**src/rtl/fpd_pkg.sv**
```systemverilog
// Package: shared control-field type and bit positions for the field parity
// detector. Assumes an 8-bit control/status register.
package fpd_pkg;

    localparam int REG_W        = 8;
    localparam int BIT_HS_NEG   = 0;
    localparam int BIT_VS_NEG   = 1;
    localparam int BIT_RGB_NEG  = 2;
    localparam int BIT_OUT1_NEG = 3;
    localparam int BIT_DOT_SEL  = 5;
    localparam int BIT_FIELD    = 6;

    localparam int CH_H   = 0;
    localparam int CH_V   = 1;
    localparam int NUM_CH = 2;

    typedef struct packed {
        logic dot_sel;
        logic out1_neg;
        logic rgb_neg;
        logic vs_neg;
        logic hs_neg;
    } ctrl_t;

endpackage

```
**src/rtl/fpd_sync_edge.sv**
```systemverilog
// Module: synchronizes one raw sync input, normalises it to active-high using
// its polarity switch, and pulses for one cycle on the active edge.
// Assumes SYNC_STAGES >= 2 and that the polarity switch is quasi-static.
module fpd_sync_edge #(
    parameter int SYNC_STAGES = 2
) (
    input  logic clk,
    input  logic rst_n,
    input  logic raw_in,
    input  logic active_low,
    output logic edge_pulse
);

    localparam int TOP = SYNC_STAGES - 1;

    logic [SYNC_STAGES-1:0] chain_q;
    logic                   norm;
    logic                   norm_q;

    // Shift the raw input through the synchronizer chain.
    always_ff @(posedge clk) begin
        if (!rst_n) chain_q <= '0;
        else        chain_q <= {chain_q[TOP-1:0], raw_in};
    end

    // Normalise polarity so that the active level is always 1.
    always_comb norm = chain_q[TOP] ^ active_low;

    // Keep the previous normalised level for edge detection.
    always_ff @(posedge clk) begin
        if (!rst_n) norm_q <= 1'b0;
        else        norm_q <= norm;
    end

    // Active edge: normalised level rose in this cycle.
    always_comb edge_pulse = norm & ~norm_q;

    p_edge_single_r6: assert property (@(posedge clk) disable iff (!rst_n)
        edge_pulse |=> !edge_pulse)
        else $error("p_edge_single_r6: edge pulse longer than one cycle");

endmodule

```
**src/rtl/fpd_field_judge.sv**
```systemverilog
// Module: measures cycles from the latest horizontal edge to the vertical
// edge, compares with the previous field's measurement and keeps the field
// flag. Assumes one-cycle edge pulses from the synchronizer stage.
module fpd_field_judge #(
    parameter int CNT_W = 12
) (
    input  logic clk,
    input  logic rst_n,
    input  logic h_edge,
    input  logic v_edge,
    output logic field_odd,
    output logic field_strobe
);

    localparam logic [CNT_W-1:0] CNT_MAX = {CNT_W{1'b1}};

    logic [CNT_W-1:0] offset_q;
    logic [CNT_W-1:0] prev_q;

    // Offset counter: clear on horizontal edge, saturate at the top.
    always_ff @(posedge clk) begin
        if (!rst_n)                 offset_q <= '0;
        else if (h_edge)            offset_q <= '0;
        else if (offset_q != CNT_MAX) offset_q <= offset_q + 1'b1;
    end

    // Field decision at each vertical edge; store this field's offset.
    always_ff @(posedge clk) begin
        if (!rst_n) begin
            prev_q       <= '0;
            field_odd    <= 1'b0;
            field_strobe <= 1'b0;
        end else begin
            field_strobe <= v_edge;
            if (v_edge) begin
                prev_q <= offset_q;
                if (offset_q > prev_q)      field_odd <= 1'b0;
                else if (offset_q < prev_q) field_odd <= 1'b1;
            end
        end
    end

    p_cnt_clear_r3: assert property (@(posedge clk) disable iff (!rst_n)
        h_edge |=> (offset_q == '0))
        else $error("p_cnt_clear_r3");

    p_cnt_saturate_r3: assert property (@(posedge clk) disable iff (!rst_n)
        (offset_q == CNT_MAX && !h_edge) |=> (offset_q == CNT_MAX))
        else $error("p_cnt_saturate_r3");

    p_longer_even_r4: assert property (@(posedge clk) disable iff (!rst_n)
        (v_edge && offset_q > prev_q) |=> !field_odd)
        else $error("p_longer_even_r4");

    p_shorter_odd_r4: assert property (@(posedge clk) disable iff (!rst_n)
        (v_edge && offset_q < prev_q) |=> field_odd)
        else $error("p_shorter_odd_r4");

    p_equal_keep_r5: assert property (@(posedge clk) disable iff (!rst_n)
        (v_edge && offset_q == prev_q) |=> $stable(field_odd))
        else $error("p_equal_keep_r5");

    p_store_new_r5: assert property (@(posedge clk) disable iff (!rst_n)
        v_edge |=> (prev_q == $past(offset_q)))
        else $error("p_store_new_r5");

    p_flag_with_strobe_r6: assert property (@(posedge clk) disable iff (!rst_n)
        !$stable(field_odd) |-> field_strobe)
        else $error("p_flag_with_strobe_r6");

    p_strobe_single_r6: assert property (@(posedge clk) disable iff (!rst_n)
        field_strobe |=> !field_strobe)
        else $error("p_strobe_single_r6");

endmodule

```
**src/rtl/fpd_ctrl_reg.sv**
```systemverilog
// Module: byte-wide control/status register. Holds the polarity switches
// and the dot-line select, and reflects the field flag read-only.
// Assumes a single-cycle write strobe from an external decoder.
module fpd_ctrl_reg
    import fpd_pkg::*;
(
    input  logic             clk,
    input  logic             rst_n,
    input  logic             wr_en,
    input  logic [REG_W-1:0] wdata,
    input  logic             field_odd,
    output logic [REG_W-1:0] rdata,
    output ctrl_t            ctrl
);

    localparam logic [REG_W-1:0] RW_MASK = REG_W'((1 << BIT_HS_NEG) | (1 << BIT_VS_NEG) |
                                                  (1 << BIT_RGB_NEG) | (1 << BIT_OUT1_NEG) |
                                                  (1 << BIT_DOT_SEL));

    // Capture writable fields on a write; clear on reset.
    always_ff @(posedge clk) begin
        if (!rst_n) begin
            ctrl <= '0;
        end else if (wr_en) begin
            ctrl.hs_neg   <= wdata[BIT_HS_NEG];
            ctrl.vs_neg   <= wdata[BIT_VS_NEG];
            ctrl.rgb_neg  <= wdata[BIT_RGB_NEG];
            ctrl.out1_neg <= wdata[BIT_OUT1_NEG];
            ctrl.dot_sel  <= wdata[BIT_DOT_SEL];
        end
    end

    // Assemble the read value; reserved bits stay zero.
    always_comb begin
        rdata               = '0;
        rdata[BIT_HS_NEG]   = ctrl.hs_neg;
        rdata[BIT_VS_NEG]   = ctrl.vs_neg;
        rdata[BIT_RGB_NEG]  = ctrl.rgb_neg;
        rdata[BIT_OUT1_NEG] = ctrl.out1_neg;
        rdata[BIT_DOT_SEL]  = ctrl.dot_sel;
        rdata[BIT_FIELD]    = field_odd;
    end

    p_reserved_zero_r7: assert property (@(posedge clk) disable iff (!rst_n)
        (rdata[4] == 1'b0) && (rdata[7] == 1'b0))
        else $error("p_reserved_zero_r7");

    p_write_readback_r7: assert property (@(posedge clk) disable iff (!rst_n)
        wr_en |=> ((rdata & RW_MASK) == ($past(wdata) & RW_MASK)))
        else $error("p_write_readback_r7");

    p_hold_no_write_r7: assert property (@(posedge clk) disable iff (!rst_n)
        !wr_en |=> ((rdata & RW_MASK) == ($past(rdata) & RW_MASK)))
        else $error("p_hold_no_write_r7");

endmodule

```
**src/rtl/field_parity_detector.sv**
```systemverilog
// Module: top of the interlaced field parity detector. Normalises and
// edge-detects both sync inputs, judges field parity, exposes the control/
// status register, applies output polarity and selects the dot line.
// Assumes sync inputs are asynchronous to clk and polarity changes are rare.
module field_parity_detector
    import fpd_pkg::*;
#(
    parameter int CNT_W       = 12,
    parameter int SYNC_STAGES = 2,
    parameter int RGB_W       = 3
) (
    input  logic             clk,
    input  logic             rst_n,
    input  logic             hsync_raw,
    input  logic             vsync_raw,
    input  logic             reg_wr_en,
    input  logic [REG_W-1:0] reg_wdata,
    output logic [REG_W-1:0] reg_rdata,
    input  logic [RGB_W-1:0] rgb_in,
    input  logic             out1_in,
    output logic [RGB_W-1:0] rgb_out,
    output logic             out1_out,
    output logic             field_odd,
    output logic             field_strobe,
    output logic             dot_line
);

    ctrl_t             ctrl;
    logic [NUM_CH-1:0] raw_vec;
    logic [NUM_CH-1:0] neg_vec;
    logic [NUM_CH-1:0] edge_vec;

    // Gather per-channel inputs and polarity switches.
    always_comb begin
        raw_vec[CH_H] = hsync_raw;
        raw_vec[CH_V] = vsync_raw;
        neg_vec[CH_H] = ctrl.hs_neg;
        neg_vec[CH_V] = ctrl.vs_neg;
    end

    for (genvar ch = 0; ch < NUM_CH; ch++) begin : g_sync
        fpd_sync_edge #(
            .SYNC_STAGES(SYNC_STAGES)
        ) sync_i (
            .clk       (clk),
            .rst_n     (rst_n),
            .raw_in    (raw_vec[ch]),
            .active_low(neg_vec[ch]),
            .edge_pulse(edge_vec[ch])
        );
    end

    fpd_field_judge #(
        .CNT_W(CNT_W)
    ) judge_i (
        .clk         (clk),
        .rst_n       (rst_n),
        .h_edge      (edge_vec[CH_H]),
        .v_edge      (edge_vec[CH_V]),
        .field_odd   (field_odd),
        .field_strobe(field_strobe)
    );

    fpd_ctrl_reg reg_i (
        .clk      (clk),
        .rst_n    (rst_n),
        .wr_en    (reg_wr_en),
        .wdata    (reg_wdata),
        .field_odd(field_odd),
        .rdata    (reg_rdata),
        .ctrl     (ctrl)
    );

    // Output polarity switches and field-dependent dot-line choice.
    always_comb begin
        rgb_out  = rgb_in ^ {RGB_W{ctrl.rgb_neg}};
        out1_out = out1_in ^ ctrl.out1_neg;
        dot_line = field_odd ^ ctrl.dot_sel;
    end

    p_dot_follows_field_r8: assert property (@(posedge clk) disable iff (!rst_n)
        (!$stable(field_odd) && $stable(reg_rdata[BIT_DOT_SEL])) |-> !$stable(dot_line))
        else $error("p_dot_follows_field_r8");

endmodule

```
**config.mk**
```make
export PLATFORM = sky130hd
export DESIGN_NAME = field_parity_detector
export DESIGN_NICKNAME = d
export VERILOG_FILES = /design/src/rtl/fpd_pkg.sv /design/src/rtl/fpd_sync_edge.sv /design/src/rtl/fpd_field_judge.sv /design/src/rtl/fpd_ctrl_reg.sv /design/src/rtl/field_parity_detector.sv
export SDC_FILE = /design/constraint.sdc
export NUM_CORES = 1
export LEC_CHECK = 0
export BUFFER_PORTS_ARGS = -buffer_cell sky130_fd_sc_hd__buf_2
export CAP_MARGIN = 5
export CORE_ASPECT_RATIO = 1.2
export CORE_MARGIN = 2
export CORE_UTILIZATION = 50
export DETAILED_ROUTE_END_ITERATION = 12
export PLACE_DENSITY = 0.72
export SLEW_MARGIN = 20
export SYNTH_ARGS = -nofsm -noshare
export SYNTH_HDL_FRONTEND = slang
export SYNTH_SLANG_ARGS = --single-unit
export TNS_END_PERCENT = 20
```
**constraint.sdc**
```tcl
create_clock -name clk -period 2.7 [get_ports clk]
set_clock_uncertainty 0.05 [all_clocks]
set_input_delay 0.54 -clock clk [delete_from_list [all_inputs] [get_ports clk]]
set_output_delay 0.54 -clock clk [all_outputs]
set_load 0.02 [all_outputs]
```
### Word level (Yosys, flattened, before mapping)

Cells that the tools add are included.

* input port bits: 17
* register bits: 37
* logic and storage cells: 32
* output and inout bits: 15

* reduce and logical (&&, ||, !) cells: 3
* equal/unequal tests: 1
* order comparisons: 2
* bitwise gates (word level): 10
* mux-type cells: 2
* add/subtract/negate cells: 1

Operator list (number)
* $add A12 B1 Y12 const B: 1
* $gt A12 B12 Y1: 1
* $lt A12 B12 Y1: 1
* $ne A12 B12 Y1 const B: 1
* $xor A1 B1 Y1: 4
* $not A1 Y1: 3
* $xor A3 B3 Y3: 1
* $and A1 B1 Y1: 2
* $mux W1: 2
* $reduce_and A2 Y1: 1
* $reduce_bool A2 Y1: 1
* $reduce_or A2 Y1: 1

### Longest topological paths before layout

Gate-level depths: netlist of run 1.

* word-level depth: 3
* gate-level depth with buffers: 6
* mapped depth without buffers: 6

### By module

Synthesis of run 1 repeated with hierarchy kept, for this count alone.

* cells, all modules: 193
* area total of the unflattened synthesis: 1885.6 um2

By module, submodules not included
* fpd_field_judge: area each 1390.1 um2, sequential area each 520.5 um2, times used 1, cells each 147
* fpd_ctrl_reg: area each 256.5 um2, sequential area each 100.1 um2, times used 1, cells each 25
* fpd_sync_edge: area each 97.6 um2, sequential area each 60.1 um2, times used 2, cells each 8
* field_parity_detector: area each 43.8 um2, sequential area each 0.0 um2, times used 1, cells each 5

### Least setup slack after synthesis of run 1

OpenSTA, ideal clock, no wires.

* path kind: flip-flop to flip-flop
* start point: reg judge_i.offset_q[0]
* end point: reg judge_i.offset_q[1]
* required time: 2522 ps
* buffers on the path: 1
* library setup time: 128 ps
* arrival: 1417 ps
* clock period less this slack: 1595 ps
* slack: 1105 ps
* stages on the path, launching flop included: 7
* cell sequence: dfxtp_1 ha_1 nand3_2 or3_1 buf_6 mux2i_1 nor2_1

* cells in the longest elaborated chain, start to end: 1
* elaborated cells on any way between the ends: 2
* those cells by class: add/sub (1); eq/ne (1)

Ends and longest elaborated chain
* start, declared: RTL line fpd_field_judge.sv:17 `logic [CNT_W-1:0] offset_q;`
* start signal, assigned: RTL line fpd_field_judge.sv:24 `else if (offset_q != CNT_MAX) offset_q <= offset_q + 1'b1;`
* $add A12 B1 Y12 or $ne A12 B12 Y1 (tied branches): RTL line fpd_field_judge.sv:24

Parallel ways exist; a longest one is shown, timed or not.
A chain may end at the register's enable or synchronous reset.

### Worst setup path after layout of run 1

* start point: reg judge_i.offset_q[0]
* end point: reg judge_i.offset_q[0]

The elaborated chain is that of the path after synthesis.

==> qor.csv, run 1 <==
metric,value,unit
slew_violations,0,
synth_edf_count,0,
io_pins,32,
synthArstFlopShare,0,%
htree_levels,2,
p_leak,0.9147,nW
synth_area,0.001841,mm²
clockRootBuffer,clkbuf_8,
maxCapViolCount,0,
hold_buffers,0,
timing.setup.tns,0,ns
grt.overflow.total,0,
dieArea,0.004184,mm²
cts_buffers,5,
finalSetupViolations,0,
status,finished clean,
nNetsFinal,244,
fill_cells,322,
cp-start-kind,register,
synth_top_area_share,40.24,%
synth_cell_type_count,36,
critical_path.max_fanout,7,
cts_tree,built,
fin_area,0.002103,mm²
drt-vias-per-instance,5.217,
portBuffers,26,
wl_per_cell,12.60,µm
ant_nets,0,
synth_area_leader_cell,dfxtp_1,
net-switching-power,0.2919,mW
final_hold_viol_count,0,
first_pass_iters,4,
ctsResizeCount,0,
cts_buffer_depth,2,
placedInstanceArea,0.001969,mm²
period_needed,1.822,ns
synthTopCellsByArea,"dfxtp_1 40%, mux2i_1 9.8%, ha_1 8.8%",
die_w,59.39,µm
layout_worst_path_cycle_share,67.47,%
drive_gt1_share,18.60,%
synth_area_per_cell,9.738,µm²
ys_ff_latch,37,
hp-class,primary input to register,
required,2.80,ns
row_count,24,
cp-end-kind,register,
p_sw_share,22.78,%
synth_common_cells,"37 x dfxtp_1, 21 x nor2b_1, 18 x mux2i_1, 13 x ha_1, 13 x inv_1",
yosysSeqAreaShare,40.24,%
ff2ff_path_depth,5,
grt_usage,17.23,%
area_growth,14.28,%
dp_hpwl,2.294,mm
die-height,70.46,µm
tightest_slew,0.9158,ns
yosys_warnings,0,
rsz0062_at_grt,false,
drtIter0Drc,25,
grt_pass1_wl,5.444,mm
gp_congestion,0.7735,
synth_cells,189,
holdPathStages,2,
drt_wl_total,3.200,mm
cellPowerDensity,609.2,mW/mm²
ir_worst_vdd,435.0,µV
timing.slew.headroom,38.30,%
path_class,register to register,
synthFlopType,dfxtp_1,
p_seq_share,45.0,%
fmax,0.5490,GHz
p_int,0.9893,mW
antennaDiodeCount,0,
combPwrFrac,10.4,%
yosysMostFrequentCell,dfxtp_1,
num_vias,1325,
insertion_delay,0.30,ns
cp_data_arrival_time,1.92,ns
drc,0,
post_cts_buffers,0,
antenna_found_initial,0,
start_util,51.51,%
clkSlewWorstSetupHoldPaths,0.08,ns
core_area,0.003573,mm²
cts.sinks,37,
clkPwrFrac,44.6,%
grt_max_degree,26,
grt_pass1_vias,1246,
==> power by group through the flow <==
| stage | Clock [mW] | Combinational [mW] | Sequential, mW |
|---|---|---|---|
| 2_1_floorplan | 0 | 0.0945 | 0.593 |
| 3_3_place_gp | 0 | 0.133 | 0.590 |
| 3_5_place_dp | 0 | 0.134 | 0.590 |
| 4_1_cts | 0.580 | 0.135 | 0.578 |
| 5_1_grt | 0.605 | 0.147 | 0.580 |
| 6_report | 0.571 | 0.133 | 0.577 |
==> state kept, by name, summed over array words and instances (netlist names) <==
signal and count:
judge_i.field_odd 1, g_sync.sync_i.chain_q 4, reg_i.ctrl 5, judge_i.offset_q 12
judge_i.prev_q 12, judge_i.field_strobe 1, g_sync.sync_i.norm_q 2
==> area by class of cell <==
class	instances	area (µm²)	area share, %
sequential	37	740.7	35.22
timing repair buffer	29	152.6	7.258
clock inverter	3	65.06	3.093
clock buffer	5	68.82	3.272
multi-input combinational	128	978.4	46.52
inverter	13	48.80	2.320
tap	39	48.80	2.320
==> critical path: stages, from the launching register on <==
cell	delay [ns]
dfxtp_1	0.44
ha_1	0.27
nand3_2	0.15
or3_1	0.53
xnor2_1	0.20
nor2_1	0.05
==> worst paths after layout <==
check                                   start  slack [ns]                           to
setup reg to reg          judge_i.offset_q[0]        0.88          judge_i.offset_q[0]
setup / recovery          judge_i.offset_q[0]        0.88          judge_i.offset_q[0]
hold / removal                      hsync_raw        0.39  g_sync[0].sync_i.chain_q[0]
hold reg to reg   g_sync[1].sync_i.chain_q[0]        0.40  g_sync[1].sync_i.chain_q[1]
==> per-layer routing <==
metal / GRT usage (%) / vias up / wire length (µm)
li1: - / 685 / -
met1: 20.53 / 606 / 1507
met2: 27.59 / 28 / 1500
met3: 5.000 / 6 / 124
met5: 0 / - / 0
met4: 8.333 / 0 / 68
==> stage by stage <==
stage	setup WS, ns	utilization (%)	hold WS [ns]	std cells	power (mW)
after CTS	0.8566	58.86	0.3888	254	1.292
after floorplan	1.105	-	0.3619	190	0.6872
after global routing	0.7757	58.86	0.3956	254	1.332
final	0.8784	58.86	0.3924	254	1.281
after detailed placement	0.8679	55.11	0.3730	246	0.7243
after global placement	0.9001	55.11	0.3683	246	0.7220
==> cells in the final DEF (no fill, tap or decap), types with 3 or more instances in the layout <==
cell type	instances
dfxtp_1	37
a21oi_1	7
inv_1	13
mux2i_1	18
xnor2_1	5
xor2_1	9
nor2_1	9
nor3_1	4
nor2b_1	21
ha_1	13
nand4_1	4
nand3_1	5
and3_1	3
buf_4	3
and2_1	6
buf_2	26
clkbuf_8	5
==> cells by family after synthesis <==
family          synth area share [%]
other cells                   0.2037
buf+inv                        6.798
fa+ha+maj                      8.838
xor+xnor                       6.662
simple gates                   19.44
compound gates                 8.021
flops                          40.24
mux                            9.789
No activity file was read; power rests on OpenSTA's default activity.
==> run 2: changes to the inputs <==
PLACE_DENSITY = 0.75   (was 0.72)
clock period = 1.5 ns   (was 2.7 ns; I/O delays follow)
==> qor.csv, run 2 (synthesis results as in run 1) <==
metric,value,unit,change
hold-worst-slack,0.1589,ns,was 0.3924 ns
gp_congestion,0.8011,,was 0.7735
endpoint,judge_i.field_odd,,was judge_i.offset_q[0]
nNetsFinal,260,,was 244
grt_max_degree,20,,was 26
critical_path.max_fanout,2,,was 7
ff2ff_path_depth,6,,was 5
cp_data_arrival_time,1.67,ns,was 1.92 ns
critPathLaunch,judge_i.prev_q[1],,was judge_i.offset_q[0]
final_cells,270,,was 254
core_area,0.003573,mm²,unchanged
grt_pass1_wl,5.609,mm,was 5.444 mm
drt-vias-per-instance,5.200,,was 5.217
finalSetupViolations,1,,was 0
wl_met1,1.415,mm,was 1.507 mm
largestRegisters,"judge_i.offset_q x12, judge_i.prev_q x12, reg_i.ctrl x5",,unchanged
grt.overflow.total,0,,unchanged
layout_worst_path_cycle_share,100.4,%,was 67.47%
dp_hpwl,2.507,mm,was 2.294 mm
period_needed,1.506,ns,was 1.822 ns
r2r_end,judge_i.field_odd,,was judge_i.offset_q[0]
die_w,59.39,µm,unchanged
violations,negative setup slack,,
clkSlewWorstSetupHoldPaths,0.07,ns,was 0.08 ns
first_pass_iters,4,,unchanged
wl_met2,1.629,mm,was 1.500 mm
antennaDiodeCount,0,,unchanged
ir_worst_vdd,561.3,µV,was 435.0 µV
cts.sinks,37,,unchanged
p_leak,0.9921,nW,was 0.9147 nW
crit_chain,inv_1 -> ha_1 -> nor2b_1 -> o211ai_1 -> a211oi_1 -> o32ai_2,,was ha_1 -> nand3_2 -> or3_1 -> xnor2_1 -> nor2_1
multi_input_area,0.001013,mm²,was 978.4 µm²
ant_nets,0,,unchanged
crit_path_top_delay_cell,dfxtp_1,,was or3_1
mostFrequentLayoutCells,"31 x dfxtp_1, 26 x buf_2, 21 x nor2b_1",,"was 37 x dfxtp_1, 26 x buf_2, 21 x nor2b_1"
final_hold_viol_count,0,,unchanged
cts_buffers,5,,unchanged
hp-class,primary input to register,,unchanged
post_cts_buffers,0,,unchanged
cts_buffer_depth,2,,unchanged
timing.final.ws_setup,-0.005916,ns,was 0.8784 ns
required,1.66,ns,was 2.80 ns
insertion_delay,0.29,ns,was 0.30 ns
grt_pass1_vias,1402,,was 1246
drt_wl_total,3.255,mm,was 3.200 mm
num_vias,1404,,was 1325
fmax,0.6640,GHz,was 0.5490 GHz
drtIter0Drc,27,,was 25
cp-start-kind,register,,unchanged
area_growth,22.50,%,was 14.28%
portBuffers,26,,unchanged
drive_gt1_share,29.00,%,was 18.60%
start_util,51.51,%,unchanged
routed.top_layer,met4,,unchanged
rsz0062_at_grt,true,,was false
placed_cells,262,,was 246
wl_per_cell,12.06,µm,was 12.60 µm
cellPowerDensity,971.7,mW/mm²,was 609.2 mW/mm²
status,"finished, violations left",,was finished clean
htree_levels,2,,unchanged
cp-end-kind,register,,unchanged
seqCellArea,750.7,µm²,was 740.7 µm²
dieArea,0.004184,mm²,unchanged
final_common_cell,dfxtp_1,,unchanged
fill_cells,301,,was 322
die-height,70.46,µm,unchanged
wl_met3,126,µm,was 124 µm
hold_buffers,0,,unchanged
path_class,register to register,,unchanged
maxCapViolCount,0,,unchanged
cpPeakStageDelay,0.33,ns,was 0.53 ns
antenna_found_initial,0,,unchanged
grt_usage,17.64,%,was 17.23%
clockRootBuffer,clkbuf_8,,unchanged
io_pins,32,,unchanged
slew_violations,0,,unchanged
drc,0,,unchanged
reg2reg_slack,-0.006,ns,was 0.88 ns
cts_tree,built,,unchanged
worstReg2RegStart,judge_i.prev_q[1],,was judge_i.offset_q[0]
final_core_util,63.10,%,was 58.86%
row_count,24,,unchanged
## run 2: worst max-delay path, delay by kind of cell, from the launching register on
kind / cells / cell delay (ns)
buf+inv: 1 / 0.04
compound gates: 3 / 0.59
fa+ha+maj: 1 / 0.30
simple gates: 1 / 0.13
flops: 1 / 0.33
## run 2: what timing repair did
action / CTS / global route
resized for setup: 1 / 9
setup endpoints to repair: 4 / 9
pin swaps: 0 / 1
## run 2: cell type report
type | count | share of cell area [%]
multi-input combinational | 128 | 44.95
sequential | 37 | 33.30
timing repair buffer | 45 | 12.10
clock buffer | 6 | 3.663
inverter | 13 | 2.164
tap | 39 | 2.164
clock inverter | 2 | 1.665
## run 2: worst min path at each step
stage | cells past startpoint | start | endpoint | slack, ns
after floorplan | 1 | g_sync[0].sync_i.chain_q[0] | g_sync[0].sync_i.chain_q[1] | 0.36
after global placement | 1 | g_sync[0].sync_i.chain_q[0] | g_sync[0].sync_i.chain_q[1] | 0.36
after detailed placement | 1 | g_sync[1].sync_i.chain_q[0] | g_sync[1].sync_i.chain_q[1] | 0.37
after CTS | 2 | hsync_raw | g_sync[0].sync_i.chain_q[0] | 0.15
after global routing | 2 | hsync_raw | g_sync[0].sync_i.chain_q[0] | 0.16
final | 2 | hsync_raw | g_sync[0].sync_i.chain_q[0] | 0.16
## run 2: layer usage
layer / track usage, % / up-vias
li1: - / 721
met1: 19.72 / 648
met2: 29.55 / 28
met3: 3.519 / 7
met4: 10.86 / 0
met5: 0 / -
## run 2: through the flow
stage                     total power, mW  setup slack, ns  setup TNS (ns)  area, µm²
after floorplan                     1.243          0.01427               0       1859
after global placement              1.319        -0.001563       -0.001563       2105
after detailed placement            1.325         -0.01276        -0.03217       2105
after CTS                           2.219         0.004828               0       2230
after global routing                2.284          -0.1088         -0.1088       2255
final                               2.191        -0.005916       -0.005916       2255
## run 2: report_power, final
| part | internal [mW] | switching (mW) |
|---|---|---|
| Clock | 0.540 | 0.349 |
| Combinational | 0.123 | 0.141 |
| Sequential | 1.01 | 0.0236 |
| Total | 1.68 | 0.514 |
